==> src/rtl/txg_pkg.sv <==
package txg_pkg;

  typedef enum logic {
    GUARD_ARMED  = 1'b0,
    GUARD_LOCKED = 1'b1
  } guard_state_e;

  // Counter width for a window that counts 0 .. limit-1.
  function automatic int unsigned cnt_width(input int unsigned limit);
    return (limit < 2) ? 1 : $clog2(limit);
  endfunction

endpackage

==> src/rtl/txg_sync.sv <==
module txg_sync #(
  parameter int unsigned STAGES    = 2,
  parameter logic        RESET_VAL = 1'b1
) (
  input  logic clk,
  input  logic rst_n,
  input  logic d,
  output logic q
);

  logic [STAGES-1:0] chain;

  generate
    if (STAGES == 1) begin : g_single
      always_ff @(posedge clk or negedge rst_n) begin
        if (!rst_n) chain <= {STAGES{RESET_VAL}};
        else        chain <= d;
      end
    end else begin : g_multi
      always_ff @(posedge clk or negedge rst_n) begin
        if (!rst_n) chain <= {STAGES{RESET_VAL}};
        else        chain <= {chain[STAGES-2:0], d};
      end
    end
  endgenerate

  assign q = chain[STAGES-1];

endmodule

==> src/rtl/txg_tick_timer.sv <==
module txg_tick_timer #(
  parameter  int unsigned LIMIT = 10,
  localparam int unsigned W     = txg_pkg::cnt_width(LIMIT)
) (
  input  logic         clk,
  input  logic         rst_n,
  input  logic         run,
  input  logic         tick,
  output logic         done,
  output logic [W-1:0] count
);

  localparam logic [W-1:0] LAST = W'(LIMIT - 1);

  // The window closes on the tick that would carry the count to LIMIT.
  assign done = run && tick && (count == LAST);

  always_ff @(posedge clk or negedge rst_n) begin
    if (!rst_n)            count <= '0;
    else if (!run || done) count <= '0;
    else if (tick)         count <= count + 1'b1;
  end

endmodule

==> src/rtl/txd_dom_guard.sv <==
module txd_dom_guard #(
  parameter int unsigned DOM_LIMIT   = 9000,
  parameter int unsigned REARM_LIMIT = 10,
  parameter int unsigned SYNC_STAGES = 2
) (
  input  logic clk,
  input  logic rst_n,
  input  logic tick,
  input  logic txd_in,
  input  logic tx_allow,
  input  logic stat_clr,
  output logic drive_dom,
  output logic lockout,
  output logic timeout_flag
);
  import txg_pkg::*;

  localparam int unsigned DOM_W = cnt_width(DOM_LIMIT);
  localparam int unsigned REL_W = cnt_width(REARM_LIMIT);

  logic             txd_s;
  guard_state_e     state, state_nx;
  logic             dom_run, rel_run;
  logic             dom_done, rel_done;
  logic [DOM_W-1:0] dom_cnt;
  logic [REL_W-1:0] rel_cnt;

  txg_sync #(.STAGES(SYNC_STAGES), .RESET_VAL(1'b1)) sync_i (
    .clk(clk), .rst_n(rst_n), .d(txd_in), .q(txd_s)
  );

  // Dominant time accrues only while a granted dominant request is live.
  assign dom_run = (state == GUARD_ARMED) && tx_allow && !txd_s;
  // Recessive time accrues only while locked and the line is high.
  assign rel_run = (state == GUARD_LOCKED) && txd_s;

  txg_tick_timer #(.LIMIT(DOM_LIMIT)) dom_tmr_i (
    .clk(clk), .rst_n(rst_n), .run(dom_run), .tick(tick),
    .done(dom_done), .count(dom_cnt)
  );

  txg_tick_timer #(.LIMIT(REARM_LIMIT)) rel_tmr_i (
    .clk(clk), .rst_n(rst_n), .run(rel_run), .tick(tick),
    .done(rel_done), .count(rel_cnt)
  );

  always_comb begin
    state_nx = state;
    unique case (state)
      GUARD_ARMED:  if (dom_done) state_nx = GUARD_LOCKED;
      GUARD_LOCKED: if (rel_done) state_nx = GUARD_ARMED;
      default:      state_nx = GUARD_ARMED;
    endcase
  end

  always_ff @(posedge clk or negedge rst_n) begin
    if (!rst_n) state <= GUARD_ARMED;
    else        state <= state_nx;
  end

  // Setting takes priority over the clear strobe.
  always_ff @(posedge clk or negedge rst_n) begin
    if (!rst_n)        timeout_flag <= 1'b0;
    else if (dom_done) timeout_flag <= 1'b1;
    else if (stat_clr) timeout_flag <= 1'b0;
  end

  assign drive_dom = dom_run;
  assign lockout   = (state == GUARD_LOCKED);

endmodule

==> config.mk <==
export PLATFORM = sky130hd
export DESIGN_NAME = txd_dom_guard
export DESIGN_NICKNAME = d
export VERILOG_FILES = /design/src/rtl/txg_pkg.sv /design/src/rtl/txg_sync.sv /design/src/rtl/txg_tick_timer.sv /design/src/rtl/txd_dom_guard.sv
export SDC_FILE = /design/constraint.sdc
export NUM_CORES = 1
export LEC_CHECK = 0
export ABC_CLOCK_PERIOD_IN_PS = 2100
export CAP_MARGIN = 20
export CORE_MARGIN = 1.5
export CORE_UTILIZATION = 55
export DETAILED_ROUTE_END_ITERATION = 6
export GPL_ROUTABILITY_DRIVEN = 1
export PLACE_DENSITY = 0.88
export SLEW_MARGIN = 20
export SYNTH_ARGS = -nofsm -noshare
export SYNTH_HDL_FRONTEND = slang
export SYNTH_SLANG_ARGS = --single-unit
==> constraint.sdc <==
create_clock -name clk -period 2.1 [get_ports clk]
set_input_delay 0.315 -clock clk [delete_from_list [all_inputs] [get_ports clk]]
set_output_delay 0.315 -clock clk [all_outputs]
set_load 0.01 [all_outputs]
# Word level (Yosys, flattened, before mapping)
# Index checks and enable logic that the tools add are counted.
# op_classes
n_mux,9
addsub,2
eq_ne,2
reduce_logical,15
n_bitwise,1
# ops
cell,count
14-bit 2-to-1 mux,2
"14-bit by 1-bit adder with 14-bit output, second input constant",1
"14-bit == test, second input constant",1
4-bit 2-to-1 mux,2
1-bit logical AND,7
2-bit nonzero test,3
"4-bit by 1-bit adder with 4-bit output, second input constant",1
"4-bit == test, second input constant",1
1-bit 2-to-1 mux,4
1-bit logical NOT,3
1-bit logical OR,2
1-bit case mux with 2 select lines,1
1-bit inverter,1
# word_totals
out_inout_bits,3
reg_bits,22
wordCells,34
in_bits,6

# Longest topological paths before layout
# Gate-level depths: netlist (run 1).
# depth
word_depth,7
depth_mapped,6
mapped_depth_nobuf,5

# Modules after synthesis
# Synthesis (run 1) repeated with hierarchy kept, for this count alone.
# unflattened
hier_cells,109
hier_area_um2,1128.6
# by_module_without_submodules
module,cells_each,area_each_um2,instances,seq_area_each_um2
txg_tick_timer (dom_tmr_i),72,729.4,1,350.3
txg_tick_timer (rel_tmr_i),27,254.0,1,100.1
txd_dom_guard,8,92.6,1,50.0
txg_sync,2,52.6,1,52.6

# Worst setup path after synthesis (run 1)
# Ideal clock, no wire load.
# synth_timing
path_kind,register -> register
start,register dom_tmr_i.count[7]
end,register dom_tmr_i.count[7]
stages_incl_launch_ff,7
setup_ns,0.119
n_path_buf,2
synth_period_minus_slack_ns,1.571
path_slack_ns,0.529
t_arrival_ns,1.452
t_required_ns,1.981
path_cell_list,dfrtp_1 > buf_6 > or4_4 > nor2_2 > a21bo_4 > buf_12 > nor2_2
# synth_between
elab_chain_cells,4
elab_cells_between_ends,7
classes_between,add/sub (1); eq/ne (1); mux (2); reduce/logical (3)
# synth_lines
item,line,rtl
from (decl),txg_tick_timer.sv:10,output logic [W-1:0] count
from (signal assigned),txg_tick_timer.sv:21,else if (tick) count <= count + 1'b1;
"parallel branches: the longest is 4 deep, another holds 14-bit by 1-bit adder with 14-bit output",n/a,
# Several ways; the timed one is not identified. The select of a mux whose other input is x is not followed.
# A chain may end at the register's enable or synchronous reset.

# Worst setup path in the final report (run 1)
# layout_timing
start,input port tx_allow
end,output port drive_dom
# layout_between
elab_chain_cells,2
# layout_lines
item,line,rtl
from (decl),txd_dom_guard.sv:10,"input logic tx_allow,"
1-bit logical AND (2 in series),txd_dom_guard.sv:33,assign dom_run = (state == GUARD_ARMED) && tx_allow && !txd_s;
to (decl),txd_dom_guard.sv:12,"output logic drive_dom,"
# No other way between the ends.

==> flow_summary.ini, run 1 <==
[setup_path]
critical_path.max_stage_delay_ns = 0.59
end_kind = output port
worstPathMaxFanout = 2
cpMaxStageDelayCell = clkdlybuf4s50_1
cpMostUsedCell = clkdlybuf4s50_1
worst_ep_required_time_ns = 1.78
crit_path_start_kind = primary input
worstPathArrival_ns = 1.59
path_class = in -> out
cp_cell_sequence = clkdlybuf4s50_1 > nor3b_1 > clkdlybuf4s50_1

[timing]
tightest_slew_ns = 0.363
setup_viol = 0
setup_tns_ns = 0
clock_skew_ns = 0.00653
hold_viol = 0
period_share_pct = 90.9
slew_violations = 0
fmax_mhz = 524
rsz0062_at_grt = no
slew-limit-headroom_pct = 75.7
period_needed_ns = 1.91

[finish]
design_area_mm2 = 0.00127
nets = 124
fin_util_pct = 65.2
layout-drive-gt1-share_pct = 20.2
n_antenna_cell = 0
syn_to_final_growth_pct = 13.3
fillers = 163

[run]
cap_violations = 0

[synthesis]
async_flop_share_pct = 100
ys.flop_type = dfrtp_1
synth_fp_nets = 112
synth-edff-count = 0
synth-seq-cells = 22
synthCells = 103
yosysWarnings = 0
synth_cell_types = 27
syn_area_mm2 = 0.00112
yosysSeqAreaShare_pct = 49.5
synth_top_area_cell = dfrtp_1
syn_avg_cell_area_um2 = 10.8
synth_top_area_share_pct = 44.8
synth.area.top_cells = dfrtp_1 45%, xor2_1 7.8%, nor2_2 6.2%

[global_route]
grt_max_degree = 23
grt_antenna_before_repair = 0
grt_util_all_layers_pct = 20.6
grt_overflow = 0
grt_pass1_vias = 775
grt_pass1_wl_um = 3200

[floorplanning]
start_util_pct = 57.5
rows = 16
pin_count = 9
die_h_um = 48.1
die_area_mm2 = 0.00231
die_w_um = 48.1
core_mm2 = 0.00194

[clock_tree]
clkTransAtPathRegs_ns = 0.12
cts_tree = yes
cts_sinks = 22
h-tree-depth = 1
clock_latency_ns = 0.30
cts_max_path_buffers = 2
holdBufCountCts = 0
cts.root.buffer_cell = clkbuf_4
cts_setup_buffers = 0
cts_buffers = 3
cts-resized-gates = 0

[placement]
place.gp.congestion = 0.753
dp_hpwl_um = 1440
dpl-instance-area_mm2 = 0.00121
portBuffers = 8

[power]
power_density_mw_per_mm2 = 624
p_leak_nw = 0.528
peakVddDrop_v = 0.000355

[run_status]
outcome = completed

[routing]
num_vias = 759
drtIter0Drc = 11
drc = 0
ant_nets = 0
wl_per_cell_um = 13.5
wirelength_um = 1900
vias_per_cell = 5.38
drt_first_pass_iters = 4

[min_path]
hold_class = in -> async
## worst paths after layout
| kind | from | to | slack [ns] | cells after the start |
|---|---|---|---|---|
| hold / removal | rst_n | timeout_flag | 0.35 | 2 |
| max in group asynchronous | rst_n | sync_i.chain[0] | 1.47 | 2 |
| setup reg to reg | dom_tmr_i.count[7] | dom_tmr_i.count[13] | 0.42 | 4 |
| min in group clk | sync_i.chain[0] | sync_i.chain[1] | 0.37 | 0 |
| setup / recovery | tx_allow | drive_dom | 0.19 | 3 |
| hold reg to reg | sync_i.chain[0] | sync_i.chain[1] | 0.37 | 0 |
## worst max-delay path: cells and delay by family
family | cells | cell delay [ns]
buffers and inverters | 2 | 1.04
and+or+nand+nor | 1 | 0.24
## final cells by class
type                            count  area [um2]  share of cell area [%]
Clock inverter                      1        30.0                    2.37
Inverter                            2        7.51                   0.593
Tap cell                           27        33.8                    2.67
Clock buffer                        3        22.5                    1.78
Sequential cell                    22         553                    43.7
Multi-Input combinational cell     75         517                    40.8
Timing Repair Buffer               11         103                    8.10
## synthesized netlist by cell type (2+ instances only)
library cell and count:
nand3_1 2, nand4_1 9, ha_1 3, xnor2_1 6, nor2_1 10, nor3_1 2
dfrtp_1 20, dfstp_2 2, and2_1 2, and3_1 2, nand2_1 6, xor2_1 10
and4_1 3, nor2_2 11, inv_1 2, o21ai_0 2
## state kept, by name, indices dropped and copies added, names as in the netlist
signal,count
timeout_flag,1
rel_tmr_i.count,4
sync_i.chain,2
dom_tmr_i.count,14
lockout,1
## routing by layer
metal	global-route usage [%]	wire length, um
met1	23.4	822
met2	35.7	965
met3	4.15	83
met4	11.4	27
met5	0	0
## power breakdown
group	leakage, nW	internal, mW	switching [mW]	total (mW)
registers	0.300	0.428	0.00259	0.431
clock network	0.0279	0.193	0.125	0.318
logic	0.200	0.0197	0.0219	0.0415
total	0.528	0.641	0.149	0.790
## cell usage in the layout, fill, tap and decap left out, drive strengths merged, types with 2 or more instances in the layout
master         instances
nor2                  21
dfrtp                 20
xor2                  10
nand4                  9
clkdlybuf4s50          8
nand2                  6
xnor2                  6
and4                   3
ha                     3
clkbuf                 3
buf                    3
inv                    2
o21ai                  2
nor3                   2
nand3                  2
and3                   2
and2                   2
dfstp                  2
## stage by stage
| step | hold slack, ns | cells | setup slack [ns] | power, mW |
|---|---|---|---|---|
| after floorplan | 0.0194 | 103 | 0.529 | 0.459 |
| after global placement | 0.346 | 137 | 0.221 | 0.480 |
| after detailed placement | 0.348 | 137 | 0.185 | 0.481 |
| after CTS | 0.355 | 141 | 0.183 | 0.798 |
| after global routing | 0.374 | 141 | 0.0703 | 0.817 |
| final | 0.349 | 141 | 0.192 | 0.790 |
## kinds of logic after synthesis
| group | after synthesis | share of synthesized area [%] |
|---|---|---|
| mux | 2 | 1.90 |
| buf+inv | 6 | 4.25 |
| simple gates | 50 | 25.4 |
| xor+xnor | 16 | 12.5 |
| flops | 22 | 49.5 |
| fa+ha+maj | 3 | 3.36 |
| compound gates | 4 | 3.02 |
Power figures use the tool's default switching activity.
==> run 2: changes to the inputs <==
--- a/config.mk
+++ b/config.mk
@@ -8,10 +8,12 @@
 export ABC_CLOCK_PERIOD_IN_PS = 2100
 export CAP_MARGIN = 20
 export CORE_MARGIN = 1.5
-export CORE_UTILIZATION = 55
+export CORE_UTILIZATION = 58
+export CTS_BUF_LIST = sky130_fd_sc_hd__clkbuf_8
 export DETAILED_ROUTE_END_ITERATION = 6
 export GPL_ROUTABILITY_DRIVEN = 1
-export PLACE_DENSITY = 0.88
+export PLACE_DENSITY = 0.92
+export SKIP_CTS_REPAIR_TIMING = 1
 export SLEW_MARGIN = 20
 export SYNTH_ARGS = -nofsm -noshare
 export SYNTH_HDL_FRONTEND = slang
==> run 2 against run 1 <==
  * Clock skew fell by 0.0036 ns
  * Highest routed layer unchanged
  * Critical endpoint unchanged
  * Combinational power rose by 2%
  * Final cell count fell by 1.4%
  * Global-route usage rose by 2.3 points
==> flow_summary.ini, run 2 (synthesized netlist as in run 1, its figures left out) <==
[finish]
final_common_cell = dfrtp_1
n_antenna_cell = 0
fillers = 143
top_register = dom_tmr_i.count
nets = 124
fin_util_pct = 72.7
final_cell_mix = 20 x dfrtp_1, 11 x nor2_2, 10 x nor2_1, 10 x xor2_1, 9 x nand4_1
layout-drive-gt1-share_pct = 20.2
largest_register_ffs = 14
reg.largest.list = dom_tmr_i.count x14, rel_tmr_i.count x4, sync_i.chain x2
syn_to_final_growth_pct = 14.8

[power]
peakVddDrop_v = 0.000508
p_leak_nw = 0.536
power_density_mw_per_mm2 = 673
p_total_mw = 0.863

[setup_path]
worst_ep_required_time_ns = 1.78
end_kind = output port
worstPathMaxFanout = 2
path_class = in -> out
worstPathArrival_ns = 1.63
crit_start = tx_allow
cpMostUsedCell = clkdlybuf4s50_1
rrSetupSlack_ns = 0.41
crit_end = drive_dom
crit_path_start_kind = primary input
timing.rr.start = dom_tmr_i.count[7]
worst-r2r-cell-count = 4
cp_cell_sequence = clkdlybuf4s50_1 > nor3b_1 > clkdlybuf4s50_1
critical_path.max_stage_delay_ns = 0.60
r2r_end = dom_tmr_i.count[2]
cpMaxStageDelayCell = clkdlybuf4s50_1

[clock_tree]
cts.root.buffer_cell = clkbuf_8
cts_sinks = 22
cts_buffers = 3
cts_max_path_buffers = 2
clkTransAtPathRegs_ns = 0.08
clock_latency_ns = 0.26
cts_tree = yes
h-tree-depth = 1

[run_status]
outcome = completed

[floorplanning]
rows = 15
die_h_um = 46.9
die_w_um = 46.9
core_mm2 = 0.00176
pin_count = 9
start_util_pct = 63.3
die_area_mm2 = 0.00220

[routing]
vias_per_cell = 5.50
drc = 0
num_vias = 764
drt_first_pass_iters = 4
wirelength_um = 1930
drtIter0Drc = 9
ant_nets = 0
wl_per_cell_um = 13.9

[global_route]
grt_pass1_wl_um = 3440
grt_antenna_before_repair = 0
use_met1_pct = 27.0
grtUsageMet3_pct = 5.00
grt_max_degree = 15
top_usage_layer = met2
gr-usage-met2_pct = 38.4
grt_overflow = 0
grt_util_all_layers_pct = 22.9
grt_pass1_vias = 794

[placement]
pre_cts_slack_ns = 0.146
place.gp.congestion = 0.783
portBuffers = 8
dp_hpwl_um = 1400

[timing]
period_share_pct = 92.6
slew_violations = 0
setup_viol = 0
fmax_mhz = 514
hold_slack_ns = 0.359
setup_tns_ns = 0
period_needed_ns = 1.95
slew-limit-headroom_pct = 63.0
setup_slack_ns = 0.155
rsz0062_at_grt = no
hold_viol = 0
clock_skew_ns = 0.00288
tightest_slew_ns = 0.554

[min_path]
hold_class = reg -> reg

[run]
cap_violations = 0
[run 2: cell counts in the layout (fill, tap and decap cells not counted)]
Identical to the previous run, type by type.
[run 2: final cells by class]
type	instances	area, um2	share of cell area (%)
timing repair buffer	11	103	8.00
multi-input combinational	75	517	40.3
sequential	22	553	43.1
clock buffer	3	41.3	3.22
clock inverter	1	30.0	2.34
inverter	2	7.51	0.585
tap	25	31.3	2.44
[run 2: worst max-delay path: cells and delay by family]
| family | cells | cell delay (ns) |
|---|---|---|
| buf+inv | 2 | 1.04 |
| simple gates | 1 | 0.28 |
[run 2: per-layer routing]
| layer | share of wire [%] | routed length (um) |
|---|---|---|
| met1 | 47 | 917 |
| met2 | 48 | 922 |
| met3 | 2.5 | 48 |
| met4 | 2.3 | 44 |
| met5 | 0 | 0 |
[run 2: power breakdown]
part | internal, mW | switching [mW] | total, mW
registers | 0.428 | 0.00295 | 0.431
clock network | 0.254 | 0.135 | 0.390
logic | 0.0196 | 0.0225 | 0.0422
[run 2: how the worst min path moves through the flow]
stage | from | end | slack [ns] | cells past startpoint
global route | sync_i.chain[0] | sync_i.chain[1] | 0.36 | 0
global placement | sync_i.chain[0] | sync_i.chain[1] | 0.35 | 0
finish | sync_i.chain[0] | sync_i.chain[1] | 0.36 | 0
CTS | sync_i.chain[0] | sync_i.chain[1] | 0.36 | 0
detailed placement | sync_i.chain[0] | sync_i.chain[1] | 0.35 | 0
floorplan | rst_n | dom_tmr_i.count[0] | 0.02 | 0
[run 2: metrics by stage]
| stage | cell area [um2] | std cells |
|---|---|---|
| 6_report | 1280 | 139 |
| 5_1_grt | 1280 | 139 |
| 4_1_cts | 1280 | 139 |
| 3_5_place_dp | 1210 | 135 |
| 3_3_place_gp | 1210 | 135 |
| 2_1_floorplan | 1120 | 103 |
==> run 3: changes to the inputs <==
--- a/config.mk
+++ b/config.mk
@@ -5,14 +5,15 @@
 export SDC_FILE = /design/constraint.sdc
 export NUM_CORES = 1
 export LEC_CHECK = 0
+export ABC_AREA = 0
 export ABC_CLOCK_PERIOD_IN_PS = 2100
 export CAP_MARGIN = 20
 export CORE_MARGIN = 1.5
-export CORE_UTILIZATION = 58
+export CORE_UTILIZATION = 55
 export CTS_BUF_LIST = sky130_fd_sc_hd__clkbuf_8
 export DETAILED_ROUTE_END_ITERATION = 6
 export GPL_ROUTABILITY_DRIVEN = 1
-export PLACE_DENSITY = 0.92
+export PLACE_DENSITY = 0.84
 export SKIP_CTS_REPAIR_TIMING = 1
 export SLEW_MARGIN = 20
 export SYNTH_ARGS = -nofsm -noshare
==> run 3 against run 2 <==
  * Clock power shrank 22%
  * Register-to-register slack gained 0.02 ns
  * First-iteration DRC count grew 22%
  * Routed wire length shrank 2.7%
  * Final area shrank 1.1%
  * Critical endpoint unchanged
  * Combinational power is essentially flat
  * Worst setup slack gained 0.012 ns
  * Largest power group unchanged
  * Critical path type unchanged
  * Count of clock-buffer cells in the layout grew 1
==> flow_summary.ini, run 3 (synthesized netlist as in run 1, its figures left out) <==
[setup_path]
timing.rr.start = dom_tmr_i.count[7]
crit_path_start_kind = primary input
worstPathMaxFanout = 2
worst_ep_required_time_ns = 1.78
end_kind = output port
r2r_end = dom_tmr_i.count[2]
rrSetupSlack_ns = 0.43
worst-r2r-cell-count = 4
path_class = in -> out
worstPathArrival_ns = 1.62

[timing]
setup_tns_ns = 0
rsz0062_at_grt = no
period_needed_ns = 1.93
clock_skew_ns = 0.00234
setup_viol = 0
setup_slack_ns = 0.167
tightest_slew_ns = 0.340
slew_violations = 0
period_share_pct = 92.0
hold_viol = 0
slew-limit-headroom_pct = 77.2
fmax_mhz = 517

[routing]
vias_per_cell = 5.42
num_vias = 764
drtIter0Drc = 11
drt_first_pass_iters = 4
drc = 0
wl_per_cell_um = 13.3
ant_nets = 0
wirelength_um = 1880

[global_route]
gr-usage-met2_pct = 32.0
top_usage_layer = met2
grt_overflow = 0
grt_util_all_layers_pct = 20.6
grt_antenna_before_repair = 0
grt_pass1_wl_um = 3120
use_met1_pct = 24.7
grt_pass1_vias = 735
grt_max_degree = 23
grtUsageMet3_pct = 5.28

[finish]
final_cell_mix = 20 x dfrtp_1, 11 x nor2_2, 10 x nor2_1, 10 x xor2_1, 9 x nand4_1
top_register = dom_tmr_i.count
layout-drive-gt1-share_pct = 20.2
final_common_cell = dfrtp_1
fin_util_pct = 65.3
nets = 124
syn_to_final_growth_pct = 13.6
largest_register_ffs = 14
n_antenna_cell = 0
fillers = 164
reg.largest.list = dom_tmr_i.count x14, rel_tmr_i.count x4, sync_i.chain x2

[clock_tree]
cts_max_path_buffers = 2
cts_tree = yes
clkTransAtPathRegs_ns = 0.08
clock_latency_ns = 0.26
cts.root.buffer_cell = clkbuf_8
cts_buffers = 3
h-tree-depth = 1
cts_sinks = 22

[min_path]
hold_class = reg -> reg
worstHoldPathCells = 0
hold_end = sync_i.chain[1]
min-delay-start = sync_i.chain[0]

[floorplanning]
die_h_um = 48.1
pin_count = 9
start_util_pct = 57.5
rows = 16
die_w_um = 48.1
die_area_mm2 = 0.00231
core_mm2 = 0.00194

[placement]
place.gp.congestion = 0.787
portBuffers = 8
pre_cts_slack_ns = 0.139
dp_hpwl_um = 1370

[power]
power_density_mw_per_mm2 = 611
peakVddDrop_v = 0.000501
p_leak_nw = 0.529
p_total_mw = 0.776

[run]
cap_violations = 0

[run_status]
outcome = completed
-- run 3: cell count changes in the layout (fill, tap and decap cells not counted), sizes merged --
cell	delta
clkbuf	+1
bufinv	-1
-- run 3: layer usage --
layer	up-vias	share of wire, %
met5	-	0
met4	0	3.6
met3	7	2.1
met2	11	48
met1	373	46
li1	373	-
-- run 3: metrics by stage --
stage	cells	cell area (um2)	hold slack [ns]
after global routing	141	1270	0.368
after CTS	141	1270	0.359
after floorplan	103	1120	0.0194
after detailed placement	137	1210	0.347
after global placement	137	1210	0.347
final	141	1270	0.357
-- run 3: worst max-delay path, stage by stage --
cell and delay [ns]:
clkdlybuf4s50_1 0.44, nor3b_1 0.25, clkdlybuf4s50_1 0.61
-- run 3: area by class of cell --
class                           count  area [um2]  share of cell area [%]
Tap cell                           27        33.8                    2.66
Clock buffer                        4        55.1                    4.34
Timing Repair Buffer               11         103                    8.09
Multi-Input combinational cell     75         517                    40.7
Inverter                            2        7.51                   0.592
Sequential cell                    22         553                    43.6
-- run 3: how the worst max path moves through the flow --
stage | from | end | slack (ns) | cells after the start
final | tx_allow | drive_dom | 0.17 | 3
after global routing | tx_allow | drive_dom | 0.07 | 3
after CTS | tx_allow | drive_dom | 0.13 | 3
after detailed placement | tx_allow | drive_dom | 0.14 | 3
after global placement | tx_allow | drive_dom | 0.22 | 3
after floorplan | dom_tmr_i.count[7] | dom_tmr_i.count[7] | 0.53 | 6
-- run 3: report_power, final --
part           internal [mW]  switching, mW  total (mW)  leakage, nW
clock network          0.167          0.136       0.303       0.0288
logic                 0.0197         0.0224      0.0421        0.200
registers              0.428        0.00250       0.431        0.300
